[config.mk]
export PLATFORM = sky130hd
export DESIGN_NAME = mdio_phy_scan
export DESIGN_NICKNAME = d
export VERILOG_FILES = /design/src/rtl/mdio_scan_pkg.sv /design/src/rtl/mdc_clock_gen.sv /design/src/rtl/mdio_read_frame.sv /design/src/rtl/mdio_phy_scan.sv
export SDC_FILE = /design/constraint.sdc
export NUM_CORES = 1
export LEC_CHECK = 0
export ABC_AREA = 1
export ABC_CLOCK_PERIOD_IN_PS = 2900
export BUFFER_PORTS_ARGS = -buffer_cell sky130_fd_sc_hd__clkbuf_2
export CORE_MARGIN = 10
export CORE_UTILIZATION = 60
export DETAILED_ROUTE_END_ITERATION = 8
export GPL_TIMING_DRIVEN = 0
export HOLD_SLACK_MARGIN = 0.12
export PLACE_DENSITY_LB_ADDON = 0.08
export SYNTH_ARGS = -nofsm -noshare
export SYNTH_HDL_FRONTEND = slang
export SYNTH_SLANG_ARGS = --single-unit
[constraint.sdc]
create_clock -name clk -period 2.9 [get_ports clk]
set_input_delay 0.58 -clock clk [delete_from_list [all_inputs] [get_ports clk]]
set_output_delay 0.58 -clock clk [all_outputs]
set_load 0.01 [all_outputs]
[src/rtl/mdio_scan_pkg.sv]
package mdio_scan_pkg;
  localparam int ADDR_W = 5;
  localparam int REG_W  = 5;
  localparam int DATA_W = 16;
  localparam int ID_W   = 2 * DATA_W;
  localparam int DIV_W  = 7;
  localparam int KEY_W  = 28;

  localparam logic [REG_W-1:0] REG_ID_HI = 5'd2;
  localparam logic [REG_W-1:0] REG_ID_LO = 5'd3;

  typedef enum logic [1:0] {SCAN_IDLE, SCAN_HI, SCAN_LO} scan_state_t;

  // Divider value aiming at about 2.5 MHz management clock.
  function automatic logic [DIV_W-1:0] mdc_div_field(input int clk_hz);
    int steps;
    steps = ((clk_hz / 2 + 4999999) / 2500000) / 2;
    return {steps[5:0], 1'b0};
  endfunction
endpackage

[src/rtl/mdc_clock_gen.sv]
module mdc_clock_gen #(
  parameter int DIV_W = 7
) (
  input  logic             clk,
  input  logic             rst,
  input  logic [DIV_W-1:0] div_i,
  output logic             mdc_o,
  output logic             rise_o,
  output logic             fall_o
);
  logic [DIV_W-1:0] cnt;
  logic             at_end;

  assign at_end = (div_i != '0) && (cnt >= div_i - 1'b1);
  assign rise_o = at_end & ~mdc_o;
  assign fall_o = at_end & mdc_o;

  always_ff @(posedge clk) begin
    if (rst || div_i == '0) begin
      cnt   <= '0;
      mdc_o <= 1'b0;
    end else if (at_end) begin
      cnt   <= '0;
      mdc_o <= ~mdc_o;
    end else begin
      cnt <= cnt + 1'b1;
    end
  end

  assert_mdc_off_R7: assert property (@(posedge clk) disable iff (rst)
    (div_i == '0) |=> !mdc_o) else $error("mdc not parked");

  assert_half_period_R1: assert property (@(posedge clk) disable iff (rst)
    ((div_i != '0) && ($past(div_i) != '0) && (mdc_o != $past(mdc_o)))
      |-> ($past(cnt) == $past(div_i) - 1'b1)) else $error("mdc toggled early");
endmodule

[src/rtl/mdio_read_frame.sv]
module mdio_read_frame #(
  parameter int ADDR_W = 5,
  parameter int REG_W  = 5,
  parameter int DATA_W = 16
) (
  input  logic              clk,
  input  logic              rst,
  input  logic              start_i,
  input  logic [ADDR_W-1:0] phy_addr_i,
  input  logic [REG_W-1:0]  reg_addr_i,
  input  logic              rise_i,
  input  logic              fall_i,
  input  logic              mdio_i,
  output logic              mdio_o,
  output logic              mdio_oe,
  output logic              done_o,
  output logic [DATA_W-1:0] rdata_o
);
  localparam int PRE_W  = 32;
  localparam int HDR_W  = PRE_W + 4 + ADDR_W + REG_W;
  localparam int SLOTS  = HDR_W + 2 + DATA_W;
  localparam int SLOT_W = $clog2(SLOTS);
  localparam logic [SLOT_W-1:0] HDR_LAST = SLOT_W'(HDR_W - 1);
  localparam logic [SLOT_W-1:0] RX_FIRST = SLOT_W'(HDR_W + 2);
  localparam logic [SLOT_W-1:0] LAST     = SLOT_W'(SLOTS - 1);

  logic [HDR_W-1:0]  hdr_sh;
  logic [SLOT_W-1:0] slot;
  logic              pending, active;

  always_ff @(posedge clk) begin
    if (rst) begin
      hdr_sh  <= '0;
      slot    <= '0;
      pending <= 1'b0;
      active  <= 1'b0;
      mdio_o  <= 1'b1;
      mdio_oe <= 1'b0;
      done_o  <= 1'b0;
      rdata_o <= '0;
    end else begin
      done_o <= 1'b0;
      if (start_i && !pending && !active) begin
        pending <= 1'b1;
        hdr_sh  <= {{PRE_W{1'b1}}, 4'b0110, phy_addr_i, reg_addr_i};
      end
      if (fall_i) begin
        if (pending) begin
          pending <= 1'b0;
          active  <= 1'b1;
          slot    <= '0;
          mdio_oe <= 1'b1;
          mdio_o  <= hdr_sh[HDR_W-1];
          hdr_sh  <= hdr_sh << 1;
        end else if (active) begin
          slot <= slot + 1'b1;
          if (slot < HDR_LAST) begin
            mdio_o <= hdr_sh[HDR_W-1];
            hdr_sh <= hdr_sh << 1;
          end else begin
            mdio_oe <= 1'b0;
            mdio_o  <= 1'b1;
          end
        end
      end
      if (rise_i && active) begin
        if (slot >= RX_FIRST) rdata_o <= {rdata_o[DATA_W-2:0], mdio_i};
        if (slot == LAST) begin
          active <= 1'b0;
          done_o <= 1'b1;
        end
      end
    end
  end

  assert_release_R3: assert property (@(posedge clk) disable iff (rst)
    (active && slot > HDR_LAST) |-> !mdio_oe) else $error("line driven in read phase");

  assert_drive_on_fall_R2: assert property (@(posedge clk) disable iff (rst)
    (mdio_oe && $past(mdio_oe) && (mdio_o != $past(mdio_o))) |-> $past(fall_i))
    else $error("mdio changed off falling edge");

  assert_start_idle_R8: assert property (@(posedge clk) disable iff (rst)
    start_i |-> (!active && !pending)) else $error("frame started while busy");
endmodule

[src/rtl/mdio_phy_scan.sv]
module mdio_phy_scan
  import mdio_scan_pkg::*;
#(
  parameter int CLK_HZ  = 125_000_000,
  parameter int NUM_IDS = 2,
  parameter logic [NUM_IDS*KEY_W-1:0] KNOWN_IDS = {28'h20005C9, 28'h0022561},
  localparam int IDX_W  = (NUM_IDS > 1) ? $clog2(NUM_IDS) : 1
) (
  input  logic              clk,
  input  logic              rst,
  input  logic              start,
  input  logic              mdio_i,
  output logic              mdc,
  output logic              mdio_o,
  output logic              mdio_oe,
  output logic              busy,
  output logic              done,
  output logic              not_found,
  output logic [ADDR_W-1:0] phy_addr,
  output logic [ID_W-1:0]   phy_id,
  output logic [IDX_W-1:0]  match_idx,
  output logic              unknown
);
  localparam logic [DIV_W-1:0]  DIV_FIELD = mdc_div_field(CLK_HZ);
  localparam logic [ADDR_W-1:0] ADDR_LAST = '1;

  scan_state_t       state;
  logic [DIV_W-1:0]  div_q;
  logic [ADDR_W-1:0] scan_addr;
  logic [REG_W-1:0]  rd_reg;
  logic              rd_start, fr_done, tick_rise, tick_fall;
  logic [DATA_W-1:0] fr_data, id_hi;
  logic [ID_W-1:0]   id_full, id_key;
  logic [NUM_IDS-1:0] hits;
  logic              hit_any, invalid;
  logic [IDX_W-1:0]  hit_idx;

  mdc_clock_gen #(.DIV_W(DIV_W)) u_clk (
    .clk(clk), .rst(rst), .div_i(div_q),
    .mdc_o(mdc), .rise_o(tick_rise), .fall_o(tick_fall)
  );

  mdio_read_frame #(.ADDR_W(ADDR_W), .REG_W(REG_W), .DATA_W(DATA_W)) u_frame (
    .clk(clk), .rst(rst), .start_i(rd_start), .phy_addr_i(scan_addr),
    .reg_addr_i(rd_reg), .rise_i(tick_rise), .fall_i(tick_fall), .mdio_i(mdio_i),
    .mdio_o(mdio_o), .mdio_oe(mdio_oe), .done_o(fr_done), .rdata_o(fr_data)
  );

  assign invalid = (fr_data == '1) || (fr_data == '0);
  assign id_full = {id_hi, fr_data};
  assign id_key  = id_full >> 4;

  for (genvar g = 0; g < NUM_IDS; g++) begin : g_lookup
    assign hits[g] = (id_key == ID_W'(KNOWN_IDS[g*KEY_W +: KEY_W]));
  end

  always_comb begin
    hit_any = 1'b0;
    hit_idx = '0;
    for (int i = NUM_IDS - 1; i >= 0; i--) begin
      if (hits[i]) begin
        hit_any = 1'b1;
        hit_idx = IDX_W'(i);
      end
    end
  end

  assign busy = (state != SCAN_IDLE);

  always_ff @(posedge clk) begin
    if (rst) begin
      state     <= SCAN_IDLE;
      div_q     <= DIV_FIELD;
      scan_addr <= '0;
      rd_reg    <= REG_ID_HI;
      rd_start  <= 1'b0;
      id_hi     <= '0;
      done      <= 1'b0;
      not_found <= 1'b0;
      phy_addr  <= '0;
      phy_id    <= '0;
      match_idx <= '0;
      unknown   <= 1'b0;
    end else begin
      rd_start <= 1'b0;
      done     <= 1'b0;
      case (state)
        SCAN_IDLE: if (start) begin
          div_q     <= DIV_FIELD;
          not_found <= 1'b0;
          scan_addr <= '0;
          rd_reg    <= REG_ID_HI;
          rd_start  <= 1'b1;
          state     <= SCAN_HI;
        end
        SCAN_HI: if (fr_done) begin
          if (!invalid) begin
            id_hi    <= fr_data;
            rd_reg   <= REG_ID_LO;
            rd_start <= 1'b1;
            state    <= SCAN_LO;
          end else if (scan_addr == ADDR_LAST) begin
            not_found <= 1'b1;
            done      <= 1'b1;
            div_q     <= '0;
            state     <= SCAN_IDLE;
          end else begin
            scan_addr <= scan_addr + 1'b1;
            rd_start  <= 1'b1;
          end
        end
        SCAN_LO: if (fr_done) begin
          phy_addr  <= scan_addr;
          phy_id    <= id_full;
          match_idx <= hit_idx;
          unknown   <= !hit_any;
          done      <= 1'b1;
          rd_reg    <= REG_ID_HI;
          state     <= SCAN_IDLE;
        end
        default: state <= SCAN_IDLE;
      endcase
    end
  end

  assert_done_pulse_R8: assert property (@(posedge clk) disable iff (rst)
    done |=> !done) else $error("done longer than one cycle");

  assert_addr_step_R4: assert property (@(posedge clk) disable iff (rst)
    (state == SCAN_HI && fr_done && invalid && scan_addr != ADDR_LAST)
      |=> (scan_addr == $past(scan_addr) + 1'b1)) else $error("scan skipped an address");

  assert_park_R7: assert property (@(posedge clk) disable iff (rst)
    $rose(not_found) |-> (div_q == '0 && !busy)) else $error("clock not parked");

  assert_same_addr_R5: assert property (@(posedge clk) disable iff (rst)
    (state == SCAN_LO) |-> $stable(scan_addr)) else $error("address moved in second read");
endmodule

==> results of run 1 <==
[cells in the final DEF (no fill, tap or decap)]
| cell | netlist | final |
|---|---|---|
| buf_2 | 7 | 7 |
| clkbuf_2 | 0 | 48 |
| nand3_1 | 30 | 30 |
| nand2_2 | 1 | 1 |
| a21oi_1 | 93 | 93 |
| clkbuf_16 | 0 | 16 |
| o21bai_4 | 1 | 1 |
| o211ai_1 | 1 | 1 |
| buf_1 | 3 | 3 |
| nand2_1 | 138 | 138 |
| nor3_1 | 13 | 13 |
| buf_6 | 2 | 2 |
| nand4_1 | 12 | 12 |
| nor2_1 | 133 | 133 |
| clkbuf_8 | 0 | 6 |
| xor2_1 | 3 | 3 |
| o21ai_0 | 84 | 84 |
| clkbuf_1 | 23 | 29 |
| nor3b_1 | 2 | 2 |
| nor2_2 | 1 | 1 |
| inv_1 | 108 | 108 |
| xnor2_1 | 1 | 1 |
| nand3b_1 | 2 | 2 |
| ha_1 | 13 | 13 |
| nor2_4 | 1 | 1 |
| mux2i_1 | 1 | 1 |
| buf_4 | 3 | 3 |
| a21o_1 | 1 | 1 |
| clkinv_2 | 0 | 4 |
| nand4_4 | 1 | 1 |
| or2_2 | 1 | 1 |
| dfxtp_1 | 148 | 148 |
| o21bai_1 | 6 | 6 |
[logic make-up after synthesis]
family          Yosys count  share of synthesized area
simple gates            335                      0.227
compound gates          186                      0.158
flops                   148                      0.485
buf+inv                 146                     0.0955
fa+ha+maj                13                     0.0266
xor+xnor                  4                    0.00574
mux                       1                    0.00164
[power by group]
group          internal, W  total (W)  switching, W
registers          0.00212    0.00218     0.0000530
logic             0.000140   0.000402      0.000262
clock network      0.00116    0.00194      0.000784
total              0.00342    0.00452       0.00110
[metrics by stage]
step                hold slack, ns  cells  total power (W)  instance area (sq um)  worst slack, ns
floorplan                    0.430    833          0.00251                   6110             1.15
global placement             0.450   1014          0.00259                   6510            0.750
detailed placement           0.459   1014          0.00261                   6510            0.721
CTS                          0.331   1046          0.00454                   7040            0.696
global route                 0.380   1046          0.00470                   7040            0.504
finish                       0.340   1046          0.00452                   7040            0.696
[area by class of cell]
type	count	area (sq um)
clock buffer	28	505
tap	133	166
buffer	38	178
sequential	148	2960
clock inverter	4	20.0
multi-input combinational	539	2560
timing repair buffer	48	240
fill	793	2830
inverter	108	405
[tightest hold or removal path: cells and delay by family]
family	cells	cell delay [ns]
buf+inv	1	0.07
compound gates	2	0.19
[layer usage]
metal / up-vias / track usage / share of wire
li1: 2797 / - / -
met1: 2589 / 0.254 / 0.46
met2: 148 / 0.340 / 0.47
met3: 27 / 0.0517 / 0.052
met4: 0 / 0.0739 / 0.018
met5: - / 0 / 0
[how the worst min path moves through the flow]
stage	start	end	slack [ns]	cells after the start
after global routing	mdio_i	u_frame.rdata_o[0]	0.38	3
after global placement	u_frame.hdr_sh[30]	u_frame.hdr_sh[30]	0.45	2
final	mdio_i	u_frame.rdata_o[0]	0.34	3
after detailed placement	u_frame.hdr_sh[23]	u_frame.hdr_sh[23]	0.46	2
after CTS	mdio_i	u_frame.rdata_o[0]	0.33	3
after floorplan	u_clk.cnt[0]	u_clk.cnt[0]	0.43	1
==> reports/results.ini, run 1 <==
[setup_path]
setup.worst_path.start=div_q[3]
rrSetupSlack_ns=0.70
worstPathCellList=ha_1, nand3_1, nand3_1, nand2_1, nand2_2, nand3_1, clkbuf_1, o21ai_0, a21oi_1
crit_family=simple AND/OR/NAND/NOR gates
critical_path.endpoint_type=flip-flop
endpoint=u_frame.rdata_o[15]
crit_cells=9
cp_slowest_cell=dfxtp_1
r2r-end=u_frame.rdata_o[15]
cp_slowest_stage_delay_ns=0.53
worst-path-buf-inv=1
crit_path_start_kind=flip-flop
critPathArrivalTime_ns=2.68
crit_type=flip-flop to flip-flop
cpMostUsedCell=nand3_1
worstRegToRegCells=9
cp_max_fo=10
r2r_start=div_q[3]
cp.required_ns=3.38

[sta]
min_period_ns=2.20
max_slew_margin=0.594
fin_skew_ns=0.00758
finalCritPeriodShare=0.760
slew_violations=0
rsz0062_at_grt=no
fin_tns_setup_ns=0
hold_viol_final=0
fmax_ghz=0.454
worst_pin_slew_ns=0.610
setup_viol=0

[cts]
clock_sinks=148
cts_resized=0
cts_hold_buf=0
cts_root_buf=clkbuf_8
htreeDepth=4
cts_made_buffers=17
clk_pin_slew_ns=0.06
ctsLongestPathBuffers=2
post-cts-setup-buffer-count=0
insertion_delay_ns=0.54
cts_tree=yes

[synthesis]
yosys-top-cells-area=dfxtp_1, nand2_1, nor2_1
syn_inst=833
synth_edf_count=0
ys_dominant_reg_cell=dfxtp_1
netlist_area_sq_um=6110
ys_top_cells_by_count=dfxtp_1, nand2_1, nor2_1
avgSynthCellArea_sq_um=7.33
yosys.area.top_type=dfxtp_1
yosysSeqAreaShare=0.485
ys_async_sr_fraction=0
yosys_register_bits=148
synth_cell_types=29
yosys.area.top_type_share=0.485
ys_warn_count=0
yosysMostFrequentCell=dfxtp_1
synth_nets=850

[routing]
drt_wl_total_microns=14600
num_vias=5561
dr.first_iter.drc_count=410
viasPerCell=5.32
drc=0
avgRoutedWirePerCell_microns=14.0
first_pass_iters=5
drt.antenna.violating_nets=0

[grt]
grt_max_degree=17
grt_pass1_vias=5299
grt_usage=0.206
grt_pass1_wl_microns=24700
overflow=0
antenna_found_initial=0

[cells_and_area]
largest_reg_flops=46
syn2layout_area_growth_pct=15.3
reg.largest.list=u_frame.hdr_sh x46, phy_id x32
n_antenna_cell=0
utilization=0.714
drive_above_1_share=0.101
nets=917
max_flop_register=u_frame.hdr_sh

[placement]
io_buffers=48
place_congestion=0.912
hpwl_microns=10600

[outcome]
outcome=finished clean

[floorplan]
start_util=0.619
core-area_sq_um=9860
dieHeight_microns=121
ioPinCount=49
die-area_sq_um=14600
die-width_microns=121
num_rows=36

[worst_hold_path]
hold_class=input port to flip-flop

[run]
maxCapViolCount=0

[power_and_ir_drop]
ir_drop_mv=0.522
powerDensity_nw_per_um2=642
p_leak_nw=3.08

Power figures use the tool's default switching activity.
==> inputs of run 2 (changes only) <==
ABC_CLOCK_PERIOD_IN_PS = 2200   (was 2900)
CORE_UTILIZATION = 59   (was 60)
clock period = 2.2 ns   (was 2.9 ns; I/O delays follow)
==> reports/results.ini, run 2 (same netlist as run 1, synthesis figures left out) <==
[cts]
insertion_delay_ns=0.54  ; about the same
htreeDepth=4  ; unchanged
clock_sinks=148  ; unchanged
ctsLongestPathBuffers=2  ; unchanged
cts_made_buffers=17  ; unchanged
clk_pin_slew_ns=0.06  ; about the same
cts_root_buf=clkbuf_8  ; unchanged
cts_tree=yes  ; unchanged

[floorplan]
core-area_sq_um=10200  ; was 9860 sq um
dieHeight_microns=122  ; was 121 microns
num_rows=37  ; was 36
die-width_microns=122  ; was 121 microns
die-area_sq_um=14800  ; was 14,600 sq um
ioPinCount=49  ; unchanged
start_util=0.600  ; was 0.619

[setup_path]
setup.worst_path.start=div_q[3]  ; unchanged
critical_path.endpoint_type=flip-flop  ; unchanged
cp.required_ns=2.64  ; was 3.38 ns
critPathArrivalTime_ns=2.49  ; was 2.68 ns
cp_max_fo=8  ; was 10
crit_type=flip-flop to flip-flop  ; unchanged
crit_path_start_kind=flip-flop  ; unchanged
r2r_start=div_q[3]  ; unchanged

[run]
maxCapViolCount=0  ; unchanged

[routing]
viasPerCell=5.22  ; was 5.32
drc=0  ; unchanged
num_vias=5492  ; was 5,561
drt_wl_total_microns=14500  ; was 14,600 microns
first_pass_iters=8  ; was 5
avgRoutedWirePerCell_microns=13.8  ; was 14.0 microns
dr.first_iter.drc_count=439  ; was 410
drt.antenna.violating_nets=0  ; unchanged

[power_and_ir_drop]
ir_drop_mv=0.682  ; was 0.522 mV
p_leak_nw=3.12  ; was 3.08 nW
powerDensity_nw_per_um2=877  ; was 642 nW/um^2

[cells_and_area]
seqCellArea_sq_um=2960  ; about the same
stdcell_area_sq_um=7160  ; was 7040 sq um
multiInputGateArea_sq_um=2560  ; unchanged
drive_above_1_share=0.119  ; was 0.101
reg.largest.list=u_frame.hdr_sh x46, phy_id x32  ; unchanged
max_flop_register=u_frame.hdr_sh  ; unchanged
fillCellCount=852  ; was 793
final_common_cell=dfxtp_1  ; unchanged
final_cell_mix=dfxtp_1, nand2_1, nor2_1, inv_1, a21oi_1  ; unchanged
syn2layout_area_growth_pct=17.2  ; was 15.3%
nets=920  ; was 917
largest_reg_flops=46  ; unchanged
n_antenna_cell=0  ; unchanged

[sta]
max_slew_margin=0.657  ; was 0.594
fin_tns_setup_ns=0  ; unchanged
min_period_ns=2.06  ; was 2.20 ns
finalCritPeriodShare=0.935  ; was 0.760
setup_viol=0  ; unchanged
hold_viol_final=0  ; unchanged
fmax_ghz=0.486  ; was 0.454 GHz
slew_violations=0  ; unchanged
worst_pin_slew_ns=0.515  ; was 0.610 ns
fin_skew_ns=0.00802  ; was 0.00758 ns

[placement]
place_congestion=0.898  ; was 0.912
placed_area_sq_um=6520  ; was 6510 sq um
hpwl_microns=10500  ; was 10,600 microns
io_buffers=48  ; unchanged

[grt]
grt_usage=0.202  ; was 0.206
grt_pass1_wl_microns=24600  ; was 24,700 microns
antenna_found_initial=0  ; unchanged
overflow=0  ; unchanged
grt_max_degree=17  ; unchanged
grt_pass1_vias=5254  ; was 5,299

[outcome]
outcome=finished clean  ; unchanged

[worst_hold_path]
hold_class=input port to flip-flop  ; unchanged
hold_start=start  ; was mdio_i

[run 2: cell count changes in the layout (fill, tap and decap cells not counted), sizes merged]
cell,before,now
clkbuf,99,90
clkinvlp,0,3
buf,15,17
bufinv,0,2
inv,108,116
clkinv,4,1
[run 2: layer usage]
layer	share of wire	GRT usage
met1	0.46	0.250
met2	0.48	0.334
met3	0.048	0.0490
met4	0.017	0.0753
met5	0	0
[run 2: metrics by stage]
step                      utilization  worst slack (ns)  std cells  hold WS [ns]  total power [W]
after floorplan                     -             0.447        833         0.430          0.00331
after global placement          0.640            0.0295       1017         0.448          0.00341
after detailed placement        0.640           -0.0803       1017         0.457          0.00344
after CTS                       0.698            0.0203       1049         0.203          0.00632
after global routing            0.703           -0.0190       1052         0.254          0.00652
final                           0.703             0.144       1052         0.233          0.00627
[run 2: where the power goes]
part | total, W | switching, W | leakage [nW] | internal [W]
combinational | 0.000530 | 0.000347 | 1.63 | 0.000184
sequential | 0.00286 | 0.0000661 | 1.20 | 0.00280
clock | 0.00288 | 0.00120 | 0.287 | 0.00168
[run 2: path summary, 6_finish.rpt]
check                                          end  slack (ns)  cells after the start
worst max register to register   u_frame.hdr_sh[1]        0.14                     11
worst min register to register  u_frame.hdr_sh[26]        0.47                      2
worst min-delay path                      rd_start        0.23                      3
worst max-delay path             u_frame.hdr_sh[1]        0.14                     11
[run 2: critical path: stages (launching register included)]
cell,delay [ns]
dfxtp_2,0.45
ha_1,0.29
nand3_1,0.09
nand3_1,0.07
nand2_1,0.10
nand2_2,0.10
nand4_4,0.18
clkinvlp_4,0.23
nand2_1,0.24
nand3_1,0.11
nand2_1,0.07
inv_1,0.03
[run 2: repair_timing]
action | CTS | global route
setup buffers | 0 | 4
pin swaps | 0 | 1
hold buffers | 0 | 0
setup endpoints to repair | 9 | 72
resized for setup | 2 | 13
gates cloned | 0 | 0
[run 2: area by class of cell]
type,count,area share
Multi-Input combinational cell,539,0.358
Timing Repair Buffer,52,0.0378
Clock inverter,14,0.0231
Tap cell,136,0.0238
Buffer,37,0.0262
Sequential cell,148,0.414
Inverter,108,0.0572
Clock buffer,18,0.0598
==> inputs of run 3 (changes only) <==
CORE_MARGIN = unset   (was 10)
==> reports/results.ini, run 3 (same netlist as run 1, synthesis figures left out) <==
[setup_path]
crit_family=buffers and inverters  ; was simple AND/OR/NAND/NOR gates
worstRegToRegCells=7  ; was 11
cp.required_ns=2.59  ; was 2.64 ns
cp_slowest_stage_delay_ns=0.48  ; was 0.45 ns
worst-path-buf-inv=4  ; was 2
cp_max_fo=10  ; was 8
worstPathCellList=inv_1, ha_1, nand2_1, inv_1, clkbuf_1, clkbuf_1, a21oi_1  ; was ha_1, nand3_1, nand3_1, nand2_1, nand2_2, nand4_4, clkinvlp_4, nand2_1, nand3_1, nand2_1, inv_1
critPathArrivalTime_ns=2.44  ; was 2.49 ns
critical_path.endpoint_type=flip-flop  ; unchanged
crit_type=flip-flop to flip-flop  ; unchanged
cp_slowest_cell=clkbuf_1  ; was dfxtp_2
crit_cells=7  ; was 11
crit_path_start_kind=flip-flop  ; unchanged

[cells_and_area]
max_flop_register=u_frame.hdr_sh  ; unchanged
final_cells=1042  ; was 1,052
stdcell_area_sq_um=7110  ; was 7160 sq um
nets=918  ; was 920
reg.largest.list=u_frame.hdr_sh x46, phy_id x32  ; unchanged
final_common_cell=dfxtp_1  ; unchanged
n_antenna_cell=0  ; unchanged
utilization=0.717  ; was 0.703
fillCellCount=792  ; was 852
largest_reg_flops=46  ; unchanged
drive_above_1_share=0.108  ; was 0.119
syn2layout_area_growth_pct=16.3  ; was 17.2%
final_cell_mix=dfxtp_1, nand2_1, nor2_1, inv_1, a21oi_1  ; unchanged

[floorplan]
dieHeight_microns=104  ; was 122 microns
die-area_sq_um=10800  ; was 14,800 sq um
core-area_sq_um=9910  ; was 10,200 sq um
die-width_microns=104  ; was 122 microns
start_util=0.616  ; was 0.600
num_rows=36  ; was 37
ioPinCount=49  ; unchanged

[sta]
fin_tns_setup_ns=0  ; unchanged
slew_violations=0  ; unchanged
finalCritPeriodShare=0.931  ; was 0.935
min_period_ns=2.05  ; was 2.06 ns
setup_viol=0  ; unchanged
fmax_ghz=0.488  ; was 0.486 GHz
worst_pin_slew_ns=0.605  ; was 0.515 ns
fin_ws_ns=0.151  ; was 0.144 ns
fin_skew_ns=0.00917  ; was 0.00802 ns
hold_viol_final=0  ; unchanged
max_slew_margin=0.597  ; was 0.657
rsz0062_at_grt=yes

[grt]
grt_usage=0.275  ; was 0.202
grt_pass1_vias=5286  ; was 5,254
grt_pass1_wl_microns=24100  ; was 24,600 microns
antenna_found_initial=0  ; unchanged
overflow=0  ; unchanged
grt_max_degree=17  ; unchanged

[placement]
dp_cells=1014  ; was 1,017
hpwl_microns=10200  ; was 10,500 microns
placed_area_sq_um=6510  ; was 6520 sq um
io_buffers=48  ; unchanged
pre_cts_ws_ns=0.0383  ; was -0.0803 ns
place_congestion=0.941  ; was 0.898

[routing]
dr.first_iter.drc_count=416  ; was 439
drt.antenna.violating_nets=0  ; unchanged
avgRoutedWirePerCell_microns=13.5  ; was 13.8 microns
num_vias=5585  ; was 5,492
drc=0  ; unchanged
drt_wl_total_microns=14100  ; was 14,500 microns
viasPerCell=5.36  ; was 5.22
first_pass_iters=5  ; was 8

[power_and_ir_drop]
ir_drop_mv=0.476  ; was 0.682 mV
powerDensity_nw_per_um2=878  ; was 877 nW/um^2
p_leak_nw=3.09  ; was 3.12 nW

[cts]
htreeDepth=4  ; unchanged
clock_sinks=148  ; unchanged
cts_root_buf=clkbuf_8  ; unchanged
clk_pin_slew_ns=0.06  ; about the same
insertion_delay_ns=0.53  ; was 0.54 ns
ctsLongestPathBuffers=2  ; unchanged
cts_made_buffers=17  ; unchanged
cts_tree=yes  ; unchanged
cts_hold_buf=0  ; unchanged

[outcome]
outcome=finished clean  ; unchanged

[worst_hold_path]
hold_class=input port to flip-flop  ; unchanged
min_path_cells=3  ; unchanged

[run]
maxCapViolCount=0  ; unchanged

[run 3: cell count changes in the layout (fill, tap and decap cells not counted), moves of 2 or more]
| cell | change |
|---|---|
| buf_4 | -4 |
| clkbuf_1 | +4 |
| inv_6 | -8 |
| clkinv_2 | +2 |
| clkbuf_4 | -2 |
| clkbuf_2 | -3 |
| bufinv_16 | +2 |
| buf_2 | +3 |
[run 3: what timing repair did]
action,4_1_cts,5_1_grt
endpoints found under the setup margin,0,70
resized for setup,0,6
setup buffers,0,1
[run 3: final timing paths]
path	endpoint	startpoint	slack [ns]
worst min-delay path	u_frame.rdata_o[0]	mdio_i	0.21
worst max register to register	phy_id[30]	state[0]	0.15
worst max-delay path	phy_id[30]	state[0]	0.15
worst min register to register	u_clk.cnt[0]	u_clk.cnt[0]	0.47
[run 3: power by group]
part	internal, W	total, W	switching (W)	leakage (nW)
clock	0.00181	0.00284	0.00104	0.277
combinational	0.000184	0.000530	0.000346	1.62
sequential	0.00280	0.00287	0.0000698	1.20
[run 3: layer usage]
layer	global-route usage	wire [microns]
met1	0.359	6240
met2	0.453	6630
met3	0.0623	997
met4	0.0847	186
met5	0	0
[run 3: tightest hold or removal path, delay by kind of cell]
kind	cells	cell delay (ns)
AO/OA/AOI/OAI	2	0.19
buffers and inverters	1	0.07
[run 3: cell type report]
| class | instances | area, sq um | area share |
|---|---|---|---|
| inverter | 108 | 409 | 0.0576 |
| timing repair buffer | 49 | 248 | 0.0349 |
| clock inverter | 10 | 163 | 0.0229 |
| sequential | 148 | 2960 | 0.417 |
| buffer | 38 | 180 | 0.0254 |
| tap | 133 | 166 | 0.0234 |
| clock buffer | 17 | 414 | 0.0583 |
| multi-input combinational | 539 | 2560 | 0.360 |
[run 3: through the flow]
step                hold WS (ns)  power (W)
CTS                        0.206    0.00626
finish                     0.214    0.00624
detailed placement         0.459    0.00345
global route               0.223    0.00647
floorplan                  0.430    0.00331
global placement           0.438    0.00341
